## src/rtl/lit_pkg.sv

```systemverilog
package lit_pkg;

    localparam int VEC_W      = 8;
    localparam int ENTRY_W    = 32;
    localparam int STATUS_BIT = 12;
    localparam int MASK_BIT   = 16;
    localparam int PERIOD_BIT = 17;
    localparam int SHIFT_W    = 3;

    typedef struct packed {
        logic             periodic;
        logic             masked;
        logic             status;
        logic [VEC_W-1:0] vector;
    } entry_t;

    typedef enum logic [1:0] {
        CNT_IDLE = 2'd0,
        CNT_RUN  = 2'd1,
        CNT_DONE = 2'd2
    } cnt_state_e;

    function automatic entry_t entry_unpack(input logic [ENTRY_W-1:0] raw);
        entry_t e;
        e.periodic = raw[PERIOD_BIT];
        e.masked   = raw[MASK_BIT];
        e.status   = raw[STATUS_BIT];
        e.vector   = raw[VEC_W-1:0];
        return e;
    endfunction

    function automatic logic [ENTRY_W-1:0] entry_pack(input entry_t e);
        logic [ENTRY_W-1:0] raw;
        raw             = '0;
        raw[PERIOD_BIT] = e.periodic;
        raw[MASK_BIT]   = e.masked;
        raw[STATUS_BIT] = e.status;
        raw[VEC_W-1:0]  = e.vector;
        return raw;
    endfunction

    // Exponent of the divisor: code bits {3,1,0} plus one, wrapping in 3 bits.
    function automatic logic [SHIFT_W-1:0] div_shift(input logic [3:0] code);
        logic [SHIFT_W-1:0] sel;
        sel = {code[3], code[1:0]};
        return sel + SHIFT_W'(1);
    endfunction

endpackage

```

## src/rtl/lit_prescaler.sv

```systemverilog
module lit_prescaler
    import lit_pkg::*;
#(
    parameter int MAX_SHIFT = 7
) (
    input  logic               clk,
    input  logic               rst,
    input  logic               bus_tick,
    input  logic               restart,
    input  logic [SHIFT_W-1:0] shift,
    output logic               tick
);
    localparam int PRE_W = MAX_SHIFT;

    logic [PRE_W-1:0] pre_q;
    logic [PRE_W-1:0] limit;

    always_comb begin
        limit = {PRE_W{1'b1}} >> (PRE_W - int'(shift));
        tick  = bus_tick && (pre_q == limit);
    end

    always_ff @(posedge clk) begin
        if (rst || restart) begin
            pre_q <= '0;
        end else if (bus_tick) begin
            pre_q <= tick ? '0 : pre_q + PRE_W'(1);
        end
    end
endmodule

```

## src/rtl/lit_countdown.sv

```systemverilog
module lit_countdown
    import lit_pkg::*;
#(
    parameter int CNT_W = 32
) (
    input  logic             clk,
    input  logic             rst,
    input  logic             load,
    input  logic [CNT_W-1:0] load_val,
    input  logic             tick,
    input  logic             periodic,
    output logic [CNT_W-1:0] count,
    output logic             fire
);
    cnt_state_e       state_q;
    logic [CNT_W-1:0] count_q;
    logic [CNT_W-1:0] reload_q;

    assign count = count_q;

    always_comb begin
        fire = tick && (state_q == CNT_RUN) && (count_q == CNT_W'(1));
    end

    always_ff @(posedge clk) begin
        if (rst) begin
            state_q  <= CNT_IDLE;
            count_q  <= '0;
            reload_q <= '0;
        end else if (load) begin
            reload_q <= load_val;
            count_q  <= load_val;
            state_q  <= (load_val == '0) ? CNT_IDLE : CNT_RUN;
        end else if (fire) begin
            if (periodic) begin
                count_q <= reload_q;
            end else begin
                count_q <= '0;
                state_q <= CNT_DONE;
            end
        end else if (tick && state_q == CNT_RUN) begin
            count_q <= count_q - CNT_W'(1);
        end
    end
endmodule

```

## src/rtl/lit_pending.sv

```systemverilog
module lit_pending #(
    parameter int PEND_W = 4
) (
    input  logic              clk,
    input  logic              rst,
    input  logic              clear,
    input  logic              inc,
    input  logic              dec,
    output logic [PEND_W-1:0] count
);
    localparam logic [PEND_W-1:0] PEND_MAX = '1;

    logic [PEND_W-1:0] cnt_q;

    assign count = cnt_q;

    always_ff @(posedge clk) begin
        if (rst || clear) begin
            cnt_q <= '0;
        end else begin
            unique case ({inc, dec})
                2'b10:   if (cnt_q != PEND_MAX) cnt_q <= cnt_q + PEND_W'(1);
                2'b01:   if (cnt_q != '0)       cnt_q <= cnt_q - PEND_W'(1);
                default: cnt_q <= cnt_q;
            endcase
        end
    end
endmodule

```

## src/rtl/local_irq_timer.sv

```systemverilog
module local_irq_timer
    import lit_pkg::*;
#(
    parameter int CNT_W  = 32,
    parameter int PEND_W = 4
) (
    input  logic               clk,
    input  logic               rst,
    input  logic               bus_tick,
    input  logic               init_wr,
    input  logic [CNT_W-1:0]   init_data,
    input  logic               div_wr,
    input  logic [3:0]         div_data,
    input  logic               entry_wr,
    input  logic [ENTRY_W-1:0] entry_data,
    input  logic               ctl_wr,
    input  logic               ctl_enable,
    output logic [CNT_W-1:0]   cur_count,
    output logic [ENTRY_W-1:0] entry_value,
    output logic               expire_pulse,
    output logic [VEC_W-1:0]   expire_vector,
    output logic [PEND_W-1:0]  pend_count,
    output logic               inject_req,
    output logic [VEC_W-1:0]   inject_vector,
    input  logic               inject_ack
);
    localparam logic [ENTRY_W-1:0] ENTRY_RST = ENTRY_W'(1) << MASK_BIT;

    logic             sw_en_q;
    logic [3:0]       div_code_q;
    entry_t           entry_q;
    entry_t           entry_d;
    logic             sw_disable;
    logic             tick;
    logic             fire;
    logic             consume;
    logic             pulse_q;
    logic [VEC_W-1:0] pulse_vec_q;

    assign sw_disable = ctl_wr && !ctl_enable;

    // Entry update: written value, forced mask while disabled or on disable.
    always_comb begin
        entry_d = entry_wr ? entry_unpack(entry_data) : entry_q;
        if (entry_wr && !sw_en_q) entry_d.masked = 1'b1;
        if (sw_disable)           entry_d.masked = 1'b1;
    end

    always_ff @(posedge clk) begin
        if (rst) begin
            sw_en_q     <= 1'b0;
            div_code_q  <= '0;
            entry_q     <= entry_unpack(ENTRY_RST);
            pulse_q     <= 1'b0;
            pulse_vec_q <= '0;
        end else begin
            if (ctl_wr) sw_en_q    <= ctl_enable;
            if (div_wr) div_code_q <= div_data;
            entry_q     <= entry_d;
            pulse_q     <= fire;
            pulse_vec_q <= entry_q.vector;
        end
    end

    lit_prescaler #(.MAX_SHIFT(7)) u_pre (
        .clk      (clk),
        .rst      (rst),
        .bus_tick (bus_tick),
        .restart  (div_wr || init_wr),
        .shift    (div_shift(div_wr ? div_data : div_code_q)),
        .tick     (tick)
    );

    lit_countdown #(.CNT_W(CNT_W)) u_cnt (
        .clk      (clk),
        .rst      (rst),
        .load     (init_wr),
        .load_val (init_data),
        .tick     (tick),
        .periodic (entry_q.periodic),
        .count    (cur_count),
        .fire     (fire)
    );

    assign consume = inject_req && inject_ack;

    lit_pending #(.PEND_W(PEND_W)) u_pend (
        .clk   (clk),
        .rst   (rst),
        .clear (init_wr || sw_disable),
        .inc   (fire),
        .dec   (consume),
        .count (pend_count)
    );

    assign inject_req    = !entry_q.masked && (pend_count != '0);
    assign inject_vector = entry_q.vector;
    assign entry_value   = entry_pack(entry_q);
    assign expire_pulse  = pulse_q;
    assign expire_vector = pulse_vec_q;
endmodule

```

## config.mk

```make
export PLATFORM = sky130hd
export DESIGN_NAME = local_irq_timer
export DESIGN_NICKNAME = d
export VERILOG_FILES = /design/src/rtl/lit_pkg.sv /design/src/rtl/lit_prescaler.sv /design/src/rtl/lit_countdown.sv /design/src/rtl/lit_pending.sv /design/src/rtl/local_irq_timer.sv
export SDC_FILE = /design/constraint.sdc
export NUM_CORES = 1
export LEC_CHECK = 0
export BUFFER_PORTS_ARGS = -buffer_cell sky130_fd_sc_hd__buf_2
export CAP_MARGIN = 20
export CORE_ASPECT_RATIO = 1.25
export CORE_MARGIN = 10
export CORE_UTILIZATION = 55
export DETAILED_ROUTE_END_ITERATION = 16
export GPL_TIMING_DRIVEN = 0
export PLACE_DENSITY = 0.95
export SETUP_SLACK_MARGIN = 0.15
export SLEW_MARGIN = 30
export SYNTH_ARGS = -nofsm -noshare
export SYNTH_HDL_FRONTEND = slang
export SYNTH_SLANG_ARGS = --single-unit
```

## constraint.sdc

```tcl
create_clock -name clk -period 12.21 [get_ports clk]
set_clock_uncertainty 0.15 [all_clocks]
set_input_delay 2.442 -clock clk [delete_from_list [all_inputs] [get_ports clk]]
set_output_delay 2.442 -clock clk [all_outputs]
set_load 0.02 [all_outputs]
```

Word level (Yosys, flattened, before mapping)
Cells that the tools add are included.
- shift operators: 1
- $add $sub $neg: 6
- reduce and logical (&&, ||, !) cells: 22
- eq/ne operators: 9
- mux-type cells: 13
- operator list (operator ; count):
    $mux 32 ; 4
    $eq 32x1->1 const B ; 1
    $logic_not 32->1 ; 1
    $shr 7x32->7 const A ; 1
    $sub 32x1->32 const B ; 1
    $mux 4 ; 3
    $pmux 4 s2 ; 1
    $add 7x1->7 const B ; 1
    $eq 7x7->1 ; 1
    $logic_and 1x1->1 ; 7
    $mux 7 ; 1
    $mux 2 ; 3
    $add 4x1->4 const B ; 1
    $eq 2x1->1 const B ; 2
    $logic_or 1x1->1 ; 4
    $ne 2x2->1 const B ; 2
    $ne 4x4->1 const B ; 1
    $reduce_bool 2->1 ; 2
    $reduce_bool 4->1 ; 1
    $sub 3x3->4 const A ; 1
    $sub 4x1->4 const B ; 1
    $add 3x1->3 const B ; 1
    $logic_not 1->1 ; 3
    $reduce_and 3->1 ; 1
    6 further kinds ; 6
- input bits: 77
- output and inout bits: 86
- word-level logic and storage cells: 65
- register bits after elaboration: 102

Longest topological paths before layout
Gate-level depths: netlist of the first run.
- depth in word-level cells: 11
- depth in mapped cells: 16
- gate-level depth less buffers: 15

Cells and area by module
From an unflattened synthesis of the first run, not the netlist that was laid out.
- cell total of the unflattened synthesis: 649
- area, all modules: 5497.8 µm²
- modules (own cells, without submodules) (module ; cells an instance ; area an instance (µm²) ; times used ; seq. area each (µm²)):
    lit_countdown ; 457 ; 3638.5 ; 1 ; 1321.3
    local_irq_timer ; 106 ; 1064.8 ; 1 ; 480.5
    lit_prescaler ; 57 ; 510.5 ; 1 ; 140.1
    lit_pending ; 29 ; 284.0 ; 1 ; 80.1

Least setup slack after synthesis of the first run
OpenSTA, ideal clock, no wires.
- path type: input port to flip-flop
- start point: input port div_wr
- end point: register u_pend.cnt_q[2], in the netlist u_pend.count[2]
- stages on the path: 15
- arrival: 5.749 ns
- path slack: 6.196 ns
- required time: 11.944 ns
- path buffers: 1
- setup time: 0.116 ns
- cell sequence: mux2_2 ha_1 inv_1 ha_1 or4b_2 mux2i_1 o2111a_1 clkbuf_1 a21oi_1 xor2_1 ha_1 or3_1 a21oi_1 o21ai_0 and3b_1
- cells in the longest elaborated chain, start to end: 11
- elaborated cells on any way between the ends: 15
- classes of those cells: add/sub (2); eq/ne (5); shift (1); mux (2); reduce/logical (5)
- ends and longest elaborated chain (item ; RTL line ; text):
    start, declared ; local_irq_timer.sv:12 ; input logic div_wr,
    $mux 4 (*) ; -- ;
    $add 3x1->3 (*) ; lit_pkg.sv:46 ; return sel + SHIFT_W'(1);
    $sub 3x3->4 (*) ; lit_prescaler.sv:19 ; limit = {PRE_W{1'b1}} >> (PRE_W - int'(shift));
    $shr 7x32->7 (*) ; lit_prescaler.sv:19 ;
    $eq 7x7->1 (*) ; lit_prescaler.sv:20 ; tick = bus_tick && (pre_q == limit);
    $logic_and 1x1->1 (*) ; lit_prescaler.sv:20 ;
    $logic_and 1x1->1 (*) (2 in series) ; lit_countdown.sv:22 ; fire = tick && (state_q == CNT_RUN) && (count_q == CNT_W'(1));
    $eq 2x2->1 or $eq 2x1->1 (tied branches) ; lit_pending.sv:21 ; unique case ({inc, dec})
    $ne 2x1->1 (no source line), or another cell as far along ; -- ;
    $reduce_and 3->1 (no source line) ; -- ;
    end signal, assigned ; lit_pending.sv:22 ; 2'b10: if (cnt_q != PEND_MAX) cnt_q <= cnt_q + PEND_W'(1);
    end signal, assigned ; lit_pending.sv:23 ; 2'b01: if (cnt_q != '0) cnt_q <= cnt_q - PEND_W'(1);
    end signal, assigned ; lit_pending.sv:24 ; default: cnt_q <= cnt_q;
    end, declared ; lit_pending.sv:13 ; logic [PEND_W-1:0] cnt_q;
Every way passes the cells marked *; elsewhere a longest branch is shown, timed or not.
A chain may end at the register's enable or synchronous reset.

Worst setup path in the final report of the first run
Ends and elaborated chain as after synthesis.

==> impl_metrics.py, run 1 <==
metrics = {
    "run_status": {
        "status": "completed",
    },
    "worst_hold_path": {
        "min_to": "sw_en_q",
        "hold_class": "register to register",
        "hp-start": "sw_en_q",
        "whs_path_depth": 1,
    },
    "detailed_routing": {
        "drt-vias-per-instance": 6.14,
        "drt_first_iter_violations": 789,
        "dr_total_vias": 5901,
        "firstDrtPassIters": 6,
        "wl_per_cell_microns": 19.8,
        "post-route-drc-count": 0,
        "drt_wl_total_mm": 19.0,
        "drtAntennaViolNets": 0,
    },
    "final_layout": {
        "diodes": 0,
        "drive_above_1_share_pct": 22.2,
        "final_nets": 915,
        "area_growth_pct": 20.8,
    },
    "logic_synthesis": {
        "yosysTopAreaCellShare_pct": 37.0,
        "synth-edff-count": 0,
        "yosys-top-cells-count": "dfxtp_1 (101), nor2_1 (75), nand2_1 (72)",
        "ys_ff_latch": 101,
        "ys_warn_count": 0,
        "netlist_instances": 681,
        "syn_area_sq_um": 5470,
        "yosys.cell_types.count": 66,
        "yosys.area.top_type": "dfxtp_1",
        "synth_flop_cell": "dfxtp_1",
        "yosysSeqAreaShare_pct": 37.0,
        "syn_avg_cell_area_sq_um": 8.03,
        "async_flop_share_pct": 0,
        "synth.most_common_cell": "dfxtp_1",
        "synth_area_leaders": "dfxtp_1 (37%), nor2_1 (5.1%), nand2_1 (4.9%)",
    },
    "placed_design": {
        "dp_hpwl_mm": 14.0,
        "portBuffers": 118,
        "routabilityCongestion": 1.02,
    },
    "timing": {
        "period_minus_slack_ps": 6340,
        "finalSetupViolations": 0,
        "fmax_mhz": 158,
        "slew_headroom_pct": 47.8,
        "finalHoldViolCount": 0,
        "min_period_over_period_pct": 51.9,
        "drv_slew": 0,
        "worst_pin_slew_ps": 784,
        "finalSetupTns_ps": 0,
        "rsz0062_at_grt": "false",
    },
    "cts": {
        "holdBufCountCts": 0,
        "cts.sinks": 101,
        "htreeDepth": 3,
        "cts_resized": 0,
        "cts_root_buffer": "clkbuf_16",
        "clock_path_buffers": 2,
        "numCtsBuffers": 9,
        "tritoncts": "done",
        "insertion_delay_ps": 360,
        "path_clk_slew_ps": 70,
        "post_cts_buffers": 0,
    },
    "setup_path": {
        "ff2ff_path_depth": 16,
        "critPathRequiredTime_ps": 12310,
        "arrival_ps": 6440,
        "cp-end-kind": "register",
        "worst_path_max_delay_cell": "or4b_2",
        "rr_startpoint": "div_code_q[0]",
        "timing.rr.end": "u_pend.count[2]",
        "path_cells": "buf_2, mux2i_1, inv_1, ha_1, inv_1, ha_1, or4b_2, mux2i_1, o2111a_1, clkbuf_1, a21oi_1, xor2_1, ha_1, or3_1, a21oi_1, o21ai_0, and3b_1",
        "crit_fanout": 10,
        "crit_top_cell": "ha_1",
        "critPathKind": "primary input to register",
        "startpoint_type": "primary input",
        "cp_slowest_stage_delay_ps": 610,
        "reg2reg_slack_ps": 7860,
        "worstSetupStartpoint": "div_wr",
    },
    "floorplan": {
        "pin_count": 163,
        "die-area_sq_um": 14400,
        "dieWidth_microns": 109,
        "core_sq_um": 9660,
        "start_util_pct": 56.6,
        "row_count": 40,
        "die_h_microns": 131,
    },
    "global_routing": {
        "grtUsageTotal_pct": 25.4,
        "grt_max_degree": 17,
        "gr-total-overflow": 0,
        "antenna_found_initial": 0,
        "grt_pass1_vias": 5664,
        "grt_pass1_wl_mm": 29.1,
    },
    "power_and_ir_drop": {
        "leakage_uw": 0.00285,
        "power_density_nw_per_um2": 123,
        "peakVddDrop_uv": 73.6,
        "power.total_uw": 814,
    },
    "flow_run": {
        "max_cap_violations": 0,
    },
}
## sequential cells by signal, indices dropped and copies added (netlist names)
register        cells
entry_value         3
u_cnt.count        32
u_cnt.reload_q     32
div_code_q          3
expire_pulse        1
u_cnt.state_q       2
expire_vector       8
sw_en_q             1
u_pre.pre_q         7
u_pend.count        4
inject_vector       8
## cells by family (layout without fill, tap and decap cells)
group                      Yosys count  after routing  share of synthesized area [%]
AOI/OAI and AO/OA                  153            153                           18.2
xor gates and xnor gates            24             24                           3.85
adders and majority gates            8              8                           1.83
buffers and inverters               85            219                           8.29
DFF                                101            101                           37.0
muxes                               23             23                           4.28
other                                1             21                         0.0686
and+or+nand+nor                    286            286                           26.5
## area by class of cell
class	count	area, sq um
clock buffers	11	243
repair buffers	118	591
plain buffers	71	400
inverters	14	52.6
fillers	820	3060
well taps	126	158
multi-input cells	515	3080
clock inverters	5	60.1
flip-flops and latches	101	2020
## worst max-delay path: cells and delay by family
family	cells	cell delay, ps
compound gates	4	750
xor+xnor	1	190
fa+ha+maj	3	650
buf+inv	4	630
mux	2	670
simple gates	3	1120
## cells in the final DEF (no fill, tap or decap), types with 4 or more instances in the layout
cell | Yosys | routed
nor3_1 | 21 | 20
a21o_1 | 4 | 4
inv_1 | 14 | 14
a311oi_1 | 5 | 5
nand2_1 | 72 | 72
nor2_1 | 75 | 75
buf_4 | 30 | 30
nor4_1 | 16 | 15
and3_1 | 6 | 6
o21ai_0 | 28 | 28
buf_2 | 5 | 123
clkbuf_1 | 26 | 27
conb_1 | 1 | 21
nand4_1 | 10 | 10
or4_1 | 6 | 6
o22ai_1 | 8 | 8
ha_1 | 8 | 8
xor2_1 | 11 | 11
clkbuf_16 | 0 | 9
o211ai_1 | 5 | 5
a21oi_1 | 44 | 44
buf_1 | 8 | 8
a22oi_1 | 4 | 4
o31ai_1 | 6 | 6
a31oi_1 | 11 | 11
nand3_1 | 26 | 26
mux2i_1 | 20 | 20
dfxtp_1 | 101 | 101
nor2b_1 | 17 | 17
a211oi_1 | 7 | 7
xnor2_1 | 13 | 13
nor4b_1 | 4 | 4
or3_1 | 7 | 7
nand2b_1 | 4 | 4
## where the power goes
| group | switching [uW] | total, uW | internal, uW |
|---|---|---|---|
| registers | 16.9 | 363 | 346 |
| logic | 96.7 | 155 | 58.1 |
| clock network | 131 | 296 | 165 |
## per-layer routing
| metal | global-route usage [%] | up-vias | routed length [microns] |
|---|---|---|---|
| li1 | - | 2702 | - |
| met1 | 28.8 | 2671 | 6730 |
| met2 | 40.9 | 412 | 9020 |
| met3 | 5.28 | 116 | 2010 |
| met4 | 17.8 | 0 | 1280 |
| met5 | 0 | - | 0 |
## through the flow
step	utilization, %	area, sq um	instances	setup WS [ps]	hold WS [ps]
floorplan	-	5540	701	6200	291
global placement	65.1	6290	945	5670	301
detailed placement	65.1	6290	945	5580	305
CTS	68.3	6590	961	5860	319
global route	68.4	6600	961	5500	328
finish	68.4	6600	961	5870	321
## worst max-delay path by stage
| stage | slack [ps] | cells past startpoint | end |
|---|---|---|---|
| final | 5870 | 17 | u_pend.count[2] |
| after floorplan | 6200 | 15 | u_pend.count[2] |
| after global routing | 5500 | 17 | u_pend.count[2] |
| after detailed placement | 5580 | 17 | u_pend.count[2] |
| after global placement | 5670 | 17 | u_pend.count[2] |
| after CTS | 5860 | 17 | u_pend.count[2] |
(Power assumes the default switching activity.)
==> inputs of run 2 (changes only) <==
--- a/config.mk
+++ b/config.mk
@@ -9,10 +9,10 @@
 export CAP_MARGIN = 20
 export CORE_ASPECT_RATIO = 1.25
 export CORE_MARGIN = 10
-export CORE_UTILIZATION = 55
+export CORE_UTILIZATION = 47
 export DETAILED_ROUTE_END_ITERATION = 16
 export GPL_TIMING_DRIVEN = 0
-export PLACE_DENSITY = 0.95
+export PLACE_DENSITY = 0.88
 export SETUP_SLACK_MARGIN = 0.15
 export SLEW_MARGIN = 30
 export SYNTH_ARGS = -nofsm -noshare
==> constraint.sdc (replaced) <==
create_clock -name clk -period 5.1 [get_ports clk]
set_clock_uncertainty 0.15 [all_clocks]
set_input_delay 1.02 -clock clk [delete_from_list [all_inputs] [get_ports clk]]
set_output_delay 1.02 -clock clk [all_outputs]
set_load 0.02 [all_outputs]
==> run 2 against run 1 <==
Via count fell by 1.1%. Clock power grew 130%. Critical endpoint unchanged. Combinational power rose by 140%. Sequential share of layout area about the same. Critical path depth is the same. Cell area is essentially flat. Total power rose by 140%. Highest routed layer unchanged. Clock-buffer cell count fell by 2. Global-route usage fell by 2.0 points. Largest cell class unchanged. Setup slack worse by 5400 ps.
==> impl_metrics.py, run 2 (synthesis gave the netlist of run 1 again) <==
metrics = {
    "timing": {
        "finalSetupViolations": 0,
        "drv_slew": 0,
        "finalSetupTns_ps": 0,
        "min_period_over_period_pct": 91.6,
        "finalHoldViolCount": 0,
        "period_minus_slack_ps": 4670,
        "worst_pin_slew_ps": 983,
        "fmax_mhz": 214,
        "holdWs_ps": 316,
        "rsz0062_at_grt": "false",
        "slew_headroom_pct": 33.9,
    },
    "global_routing": {
        "grt_max_degree": 20,
        "grtUsageMet2_pct": 39.3,
        "gr-total-overflow": 0,
        "grtUsageTotal_pct": 23.4,
        "antenna_found_initial": 0,
        "top_usage_layer": "met2",
        "global_route.usage.met1_pct": 27.0,
        "met3_usage_pct": 4.16,
        "grt_pass1_vias": 5705,
        "grt_pass1_wl_mm": 30.2,
    },
    "setup_path": {
        "critPathKind": "primary input to register",
        "critPathRequiredTime_ps": 5200,
        "reg2reg_slack_ps": 990,
        "startpoint_type": "primary input",
        "timing.rr.end": "u_pend.count[2]",
        "worstSetupStartpoint": "div_wr",
        "crit_fanout": 10,
        "cp-end-kind": "register",
        "crit_path_end": "u_pend.count[2]",
        "arrival_ps": 4770,
        "ff2ff_path_depth": 16,
        "rr_startpoint": "div_code_q[0]",
    },
    "floorplan": {
        "core_sq_um": 11500,
        "dieWidth_microns": 116,
        "pin_count": 163,
        "row_count": 44,
        "die-area_sq_um": 16400,
        "die_h_microns": 141,
        "start_util_pct": 47.5,
    },
    "cts": {
        "numCtsBuffers": 9,
        "htreeDepth": 3,
        "insertion_delay_ps": 360,
        "tritoncts": "done",
        "holdBufCountCts": 0,
        "path_clk_slew_ps": 70,
        "clock_path_buffers": 2,
        "cts_root_buffer": "clkbuf_16",
        "cts.sinks": 101,
    },
    "power_and_ir_drop": {
        "peakVddDrop_uv": 193,
        "power_density_nw_per_um2": 291,
        "leakage_uw": 0.00285,
        "power.total_uw": 1930,
    },
    "worst_hold_path": {
        "hp-start": "u_cnt.reload_q[9]",
        "hold_class": "register to register",
    },
    "flow_run": {
        "max_cap_violations": 0,
    },
    "detailed_routing": {
        "drt_first_iter_violations": 688,
        "post-route-drc-count": 0,
        "drtAntennaViolNets": 0,
        "drt-vias-per-instance": 6.00,
        "drt_wl_total_mm": 19.5,
        "wl_per_cell_microns": 20.0,
        "dr_total_vias": 5834,
        "firstDrtPassIters": 5,
    },
    "final_layout": {
        "postLayoutCoreUtil_pct": 57.4,
        "area_growth_pct": 20.9,
        "layout_commonest_cell": "buf_2",
        "drive_above_1_share_pct": 22.4,
        "diodes": 0,
        "final_nets": 915,
        "mostFrequentLayoutCells": "buf_2 (123), dfxtp_1 (101), nor2_1 (75)",
    },
    "placed_design": {
        "routabilityCongestion": 1.01,
        "dp_hpwl_mm": 14.5,
        "portBuffers": 118,
    },
    "run_status": {
        "status": "completed",
    },
}
[run 2: changes by cell type in the layout (fill, tap and decap cells not counted)]
cell and delta:
bufinv_16 -1, clkbuf_1 -2, clkbuf_2 +1, clkbuf_8 -1
clkinv_2 -1, clkinv_4 +1, clkinv_8 +1, clkinvlp_4 -1
inv_6 +3, mux2i_1 -1, mux2i_2 +1, nor3_1 +1
nor3_2 -1
[run 2: per-stage QoR]
stage | cells | cell area (sq um) | setup WS [ps]
after global placement | 957 | 6300 | -39.7
final | 973 | 6610 | 430
after floorplan | 701 | 5540 | 508
after CTS | 973 | 6610 | 203
after global routing | 973 | 6610 | 161
after detailed placement | 957 | 6310 | -135
[run 2: critical path, cell delays in order]
cell and delay, ps:
buf_2 130, mux2i_1 290, inv_1 80, ha_1 220
inv_1 60, ha_1 240, or4b_2 630, mux2i_2 290
o2111a_1 220, clkbuf_2 230, a21oi_1 180, xor2_1 180
ha_1 220, or3_1 350, a21oi_1 160, o21ai_0 100
and3b_1 160
[run 2: how the worst min path moves through the flow]
stage,end,slack (ps),cells after the start
5_1_grt,u_cnt.reload_q[9],350,2
4_1_cts,u_cnt.reload_q[17],320,2
3_5_place_dp,u_cnt.reload_q[17],310,2
3_3_place_gp,u_cnt.state_q[1],300,1
2_1_floorplan,sw_en_q,290,1
6_report,u_cnt.reload_q[9],320,2
[run 2: per-layer routing]
metal / part of all wire, % / up-vias / wire (microns)
li1: - / 2709 / -
met1: 37 / 2661 / 7190
met2: 49 / 383 / 9480
met3: 9.4 / 81 / 1830
met4: 5.1 / 0 / 992
met5: 0 / - / 0
[run 2: where the power goes]
| group | switching [uW] | leakage (uW) | internal, uW |
|---|---|---|---|
| Clock | 343 | 0.000144 | 344 |
| Sequential | 39.2 | 0.000830 | 827 |
| Combinational | 233 | 0.00188 | 139 |
[run 2: repair_timing]
action	in CTS	in global routing
endpoints found under the setup margin	0	1
gates resized for setup	0	3
buffers inserted	0	0
[run 2: cell type report]
class                           instances  area, sq um
Timing Repair Buffer                  118          591
Buffer                                 71          402
Clock buffer                            9          225
Clock inverter                          7         68.8
Multi-Input combinational cell        515         3080
Inverter                               14         52.6
Tap cell                              138          173
Fill cell                            1085         4900
Sequential cell                       101         2020
==> inputs of run 3 (changes only) <==
--- a/config.mk
+++ b/config.mk
@@ -9,10 +9,10 @@
 export CAP_MARGIN = 20
 export CORE_ASPECT_RATIO = 1.25
 export CORE_MARGIN = 10
-export CORE_UTILIZATION = 47
+export CORE_UTILIZATION = 29
 export DETAILED_ROUTE_END_ITERATION = 16
 export GPL_TIMING_DRIVEN = 0
-export PLACE_DENSITY = 0.88
+export PLACE_DENSITY = 0.63
 export SETUP_SLACK_MARGIN = 0.15
 export SLEW_MARGIN = 30
 export SYNTH_ARGS = -nofsm -noshare
==> run 3 against run 2 <==
First-iteration DRC count is 31% lower. Routed wire length is 8.6% higher. Critical endpoint unchanged. Via count is 1.8% lower. Highest routed layer unchanged.
==> impl_metrics.py, run 3 (synthesis gave the netlist of run 1 again) <==
metrics = {
    "run_status": {
        "status": "completed",
    },
    "setup_path": {
        "critPathRequiredTime_ps": 5200,
        "rr_startpoint": "div_code_q[0]",
        "arrival_ps": 4770,
        "crit_fanout": 10,
        "worstSetupStartpoint": "div_wr",
        "cp-end-kind": "register",
        "critPathKind": "primary input to register",
        "startpoint_type": "primary input",
    },
    "timing": {
        "slew_headroom_pct": 36.9,
        "rsz0062_at_grt": "false",
        "min_period_over_period_pct": 91.5,
        "worst_pin_slew_ps": 939,
        "drv_slew": 0,
        "finalSetupViolations": 0,
        "period_minus_slack_ps": 4670,
        "fmax_mhz": 214,
        "finalHoldViolCount": 0,
    },
    "cts": {
        "holdBufCountCts": 0,
        "path_clk_slew_ps": 70,
        "htreeDepth": 3,
        "tritoncts": "done",
        "cts_root_buffer": "clkbuf_16",
        "clock_path_buffers": 2,
        "numCtsBuffers": 9,
        "insertion_delay_ps": 360,
        "cts.sinks": 101,
    },
    "floorplan": {
        "core_sq_um": 18600,
        "start_util_pct": 29.3,
        "row_count": 56,
        "pin_count": 163,
        "die-area_sq_um": 24800,
        "dieWidth_microns": 143,
        "die_h_microns": 174,
    },
    "placed_design": {
        "portBuffers": 118,
        "dp_hpwl_mm": 15.9,
        "placed_cell_area_sq_um": 6430,
        "routabilityCongestion": 0.931,
    },
    "flow_run": {
        "max_cap_violations": 0,
    },
    "detailed_routing": {
        "drt-vias-per-instance": 5.37,
        "drt_first_iter_violations": 473,
        "dr_total_vias": 5728,
        "firstDrtPassIters": 5,
        "drtAntennaViolNets": 0,
        "drt_wl_total_mm": 21.2,
        "wl_per_cell_microns": 19.8,
        "post-route-drc-count": 0,
    },
    "final_layout": {
        "diodes": 0,
        "layout_commonest_cell": "buf_2",
        "design_area_sq_um": 6720,
        "area_growth_pct": 23.0,
        "final_nets": 915,
        "drive_above_1_share_pct": 22.2,
        "mostFrequentLayoutCells": "buf_2 (123), dfxtp_1 (101), nor2_1 (75)",
    },
    "power_and_ir_drop": {
        "swShare_pct": 30.9,
        "pwr-share-comb_pct": 19.1,
        "internal-power_uw": 1350,
        "leakage_uw": 0.00284,
        "seq_power_share_pct": 44.5,
        "clockPowerShare_pct": 36.4,
        "switchingPower_uw": 602,
        "power_density_nw_per_um2": 290,
        "peakVddDrop_uv": 161,
        "power.total_uw": 1950,
    },
    "worst_hold_path": {
        "hold_class": "register to register",
        "hp-start": "u_cnt.reload_q[6]",
    },
    "global_routing": {
        "grt_pass1_vias": 5530,
        "grtUsageTotal_pct": 16.4,
        "grt_max_degree": 17,
        "grt_pass1_wl_mm": 31.4,
        "antenna_found_initial": 0,
        "gr-total-overflow": 0,
    },
}
run 3: cell types whose count changed in the layout (fill, tap and decap cells not counted):
cell | previous run | this run
bufinv_16 | 0 | 1
clkbuf_1 | 25 | 26
inv_6 | 3 | 1
clkinvlp_4 | 0 | 1
clkinv_2 | 0 | 1
clkinv_4 | 3 | 1
clkinv_8 | 1 | 0
run 3: cell type report:
type | count | area [sq um]
fillers | 2019 | 11900
multi-input cells | 515 | 3080
flip-flops and latches | 101 | 2020
repair buffers | 118 | 591
plain buffers | 71 | 402
well taps | 232 | 290
clock buffers | 10 | 229
clock inverters | 5 | 60.1
inverters | 14 | 52.6
run 3: metal layers:
metal,track usage [%],vias up,share of wire (%)
met5,0,-,0
met4,7.67,0,4.0
met3,4.69,55,7.8
met2,28.8,244,50
met1,17.6,2719,38
li1,-,2710,-
run 3: path summary, 6_finish.rpt:
| kind | to | slack [ps] | cells after the start |
|---|---|---|---|
| worst max-delay path | u_pend.count[2] | 430 | 17 |
| worst min-delay path | u_cnt.reload_q[6] | 320 | 2 |
| worst max register to register | u_pend.count[2] | 990 | 16 |
| worst min register to register | u_cnt.reload_q[6] | 320 | 2 |
run 3: worst max-delay path: stages:
cell and delay, ps:
buf_2 130, mux2i_1 290, inv_1 70, ha_1 220, inv_1 60, ha_1 240
or4b_2 620, mux2i_2 290, o2111a_1 240, clkbuf_2 250, a21oi_1 190, xor2_1 180
ha_1 210, or3_1 340, a21oi_1 160, o21ai_0 100, and3b_1 160
run 3: power by group through the flow:
stage          Clock, uW  Sequential, uW  Combinational, uW
6_report             710             867                373
5_1_grt              743             872                405
4_1_cts              721             866                369
3_5_place_dp           0             884                368
3_3_place_gp           0             882                364
2_1_floorplan          0             900                223
run 3: per-stage QoR:
step,TNS [ps],worst slack [ps],instances,util [%],hold slack (ps)
after global placement,-135,-135,1051,34.5,299
final,0,434,1066,36.1,320
after floorplan,0,508,701,-,291
after CTS,0,382,1066,36.0,321
after detailed placement,-272,-231,1051,34.5,308
after global routing,0,175,1066,36.1,334
run 3: repair_timing:
action | 4_1_cts | 5_1_grt
resized for setup | 1 | 1
pin swaps | 0 | 0
endpoints found under the setup margin | 1 | 1
buffers inserted | 0 | 0
endpoints found under the hold margin | 0 | 0
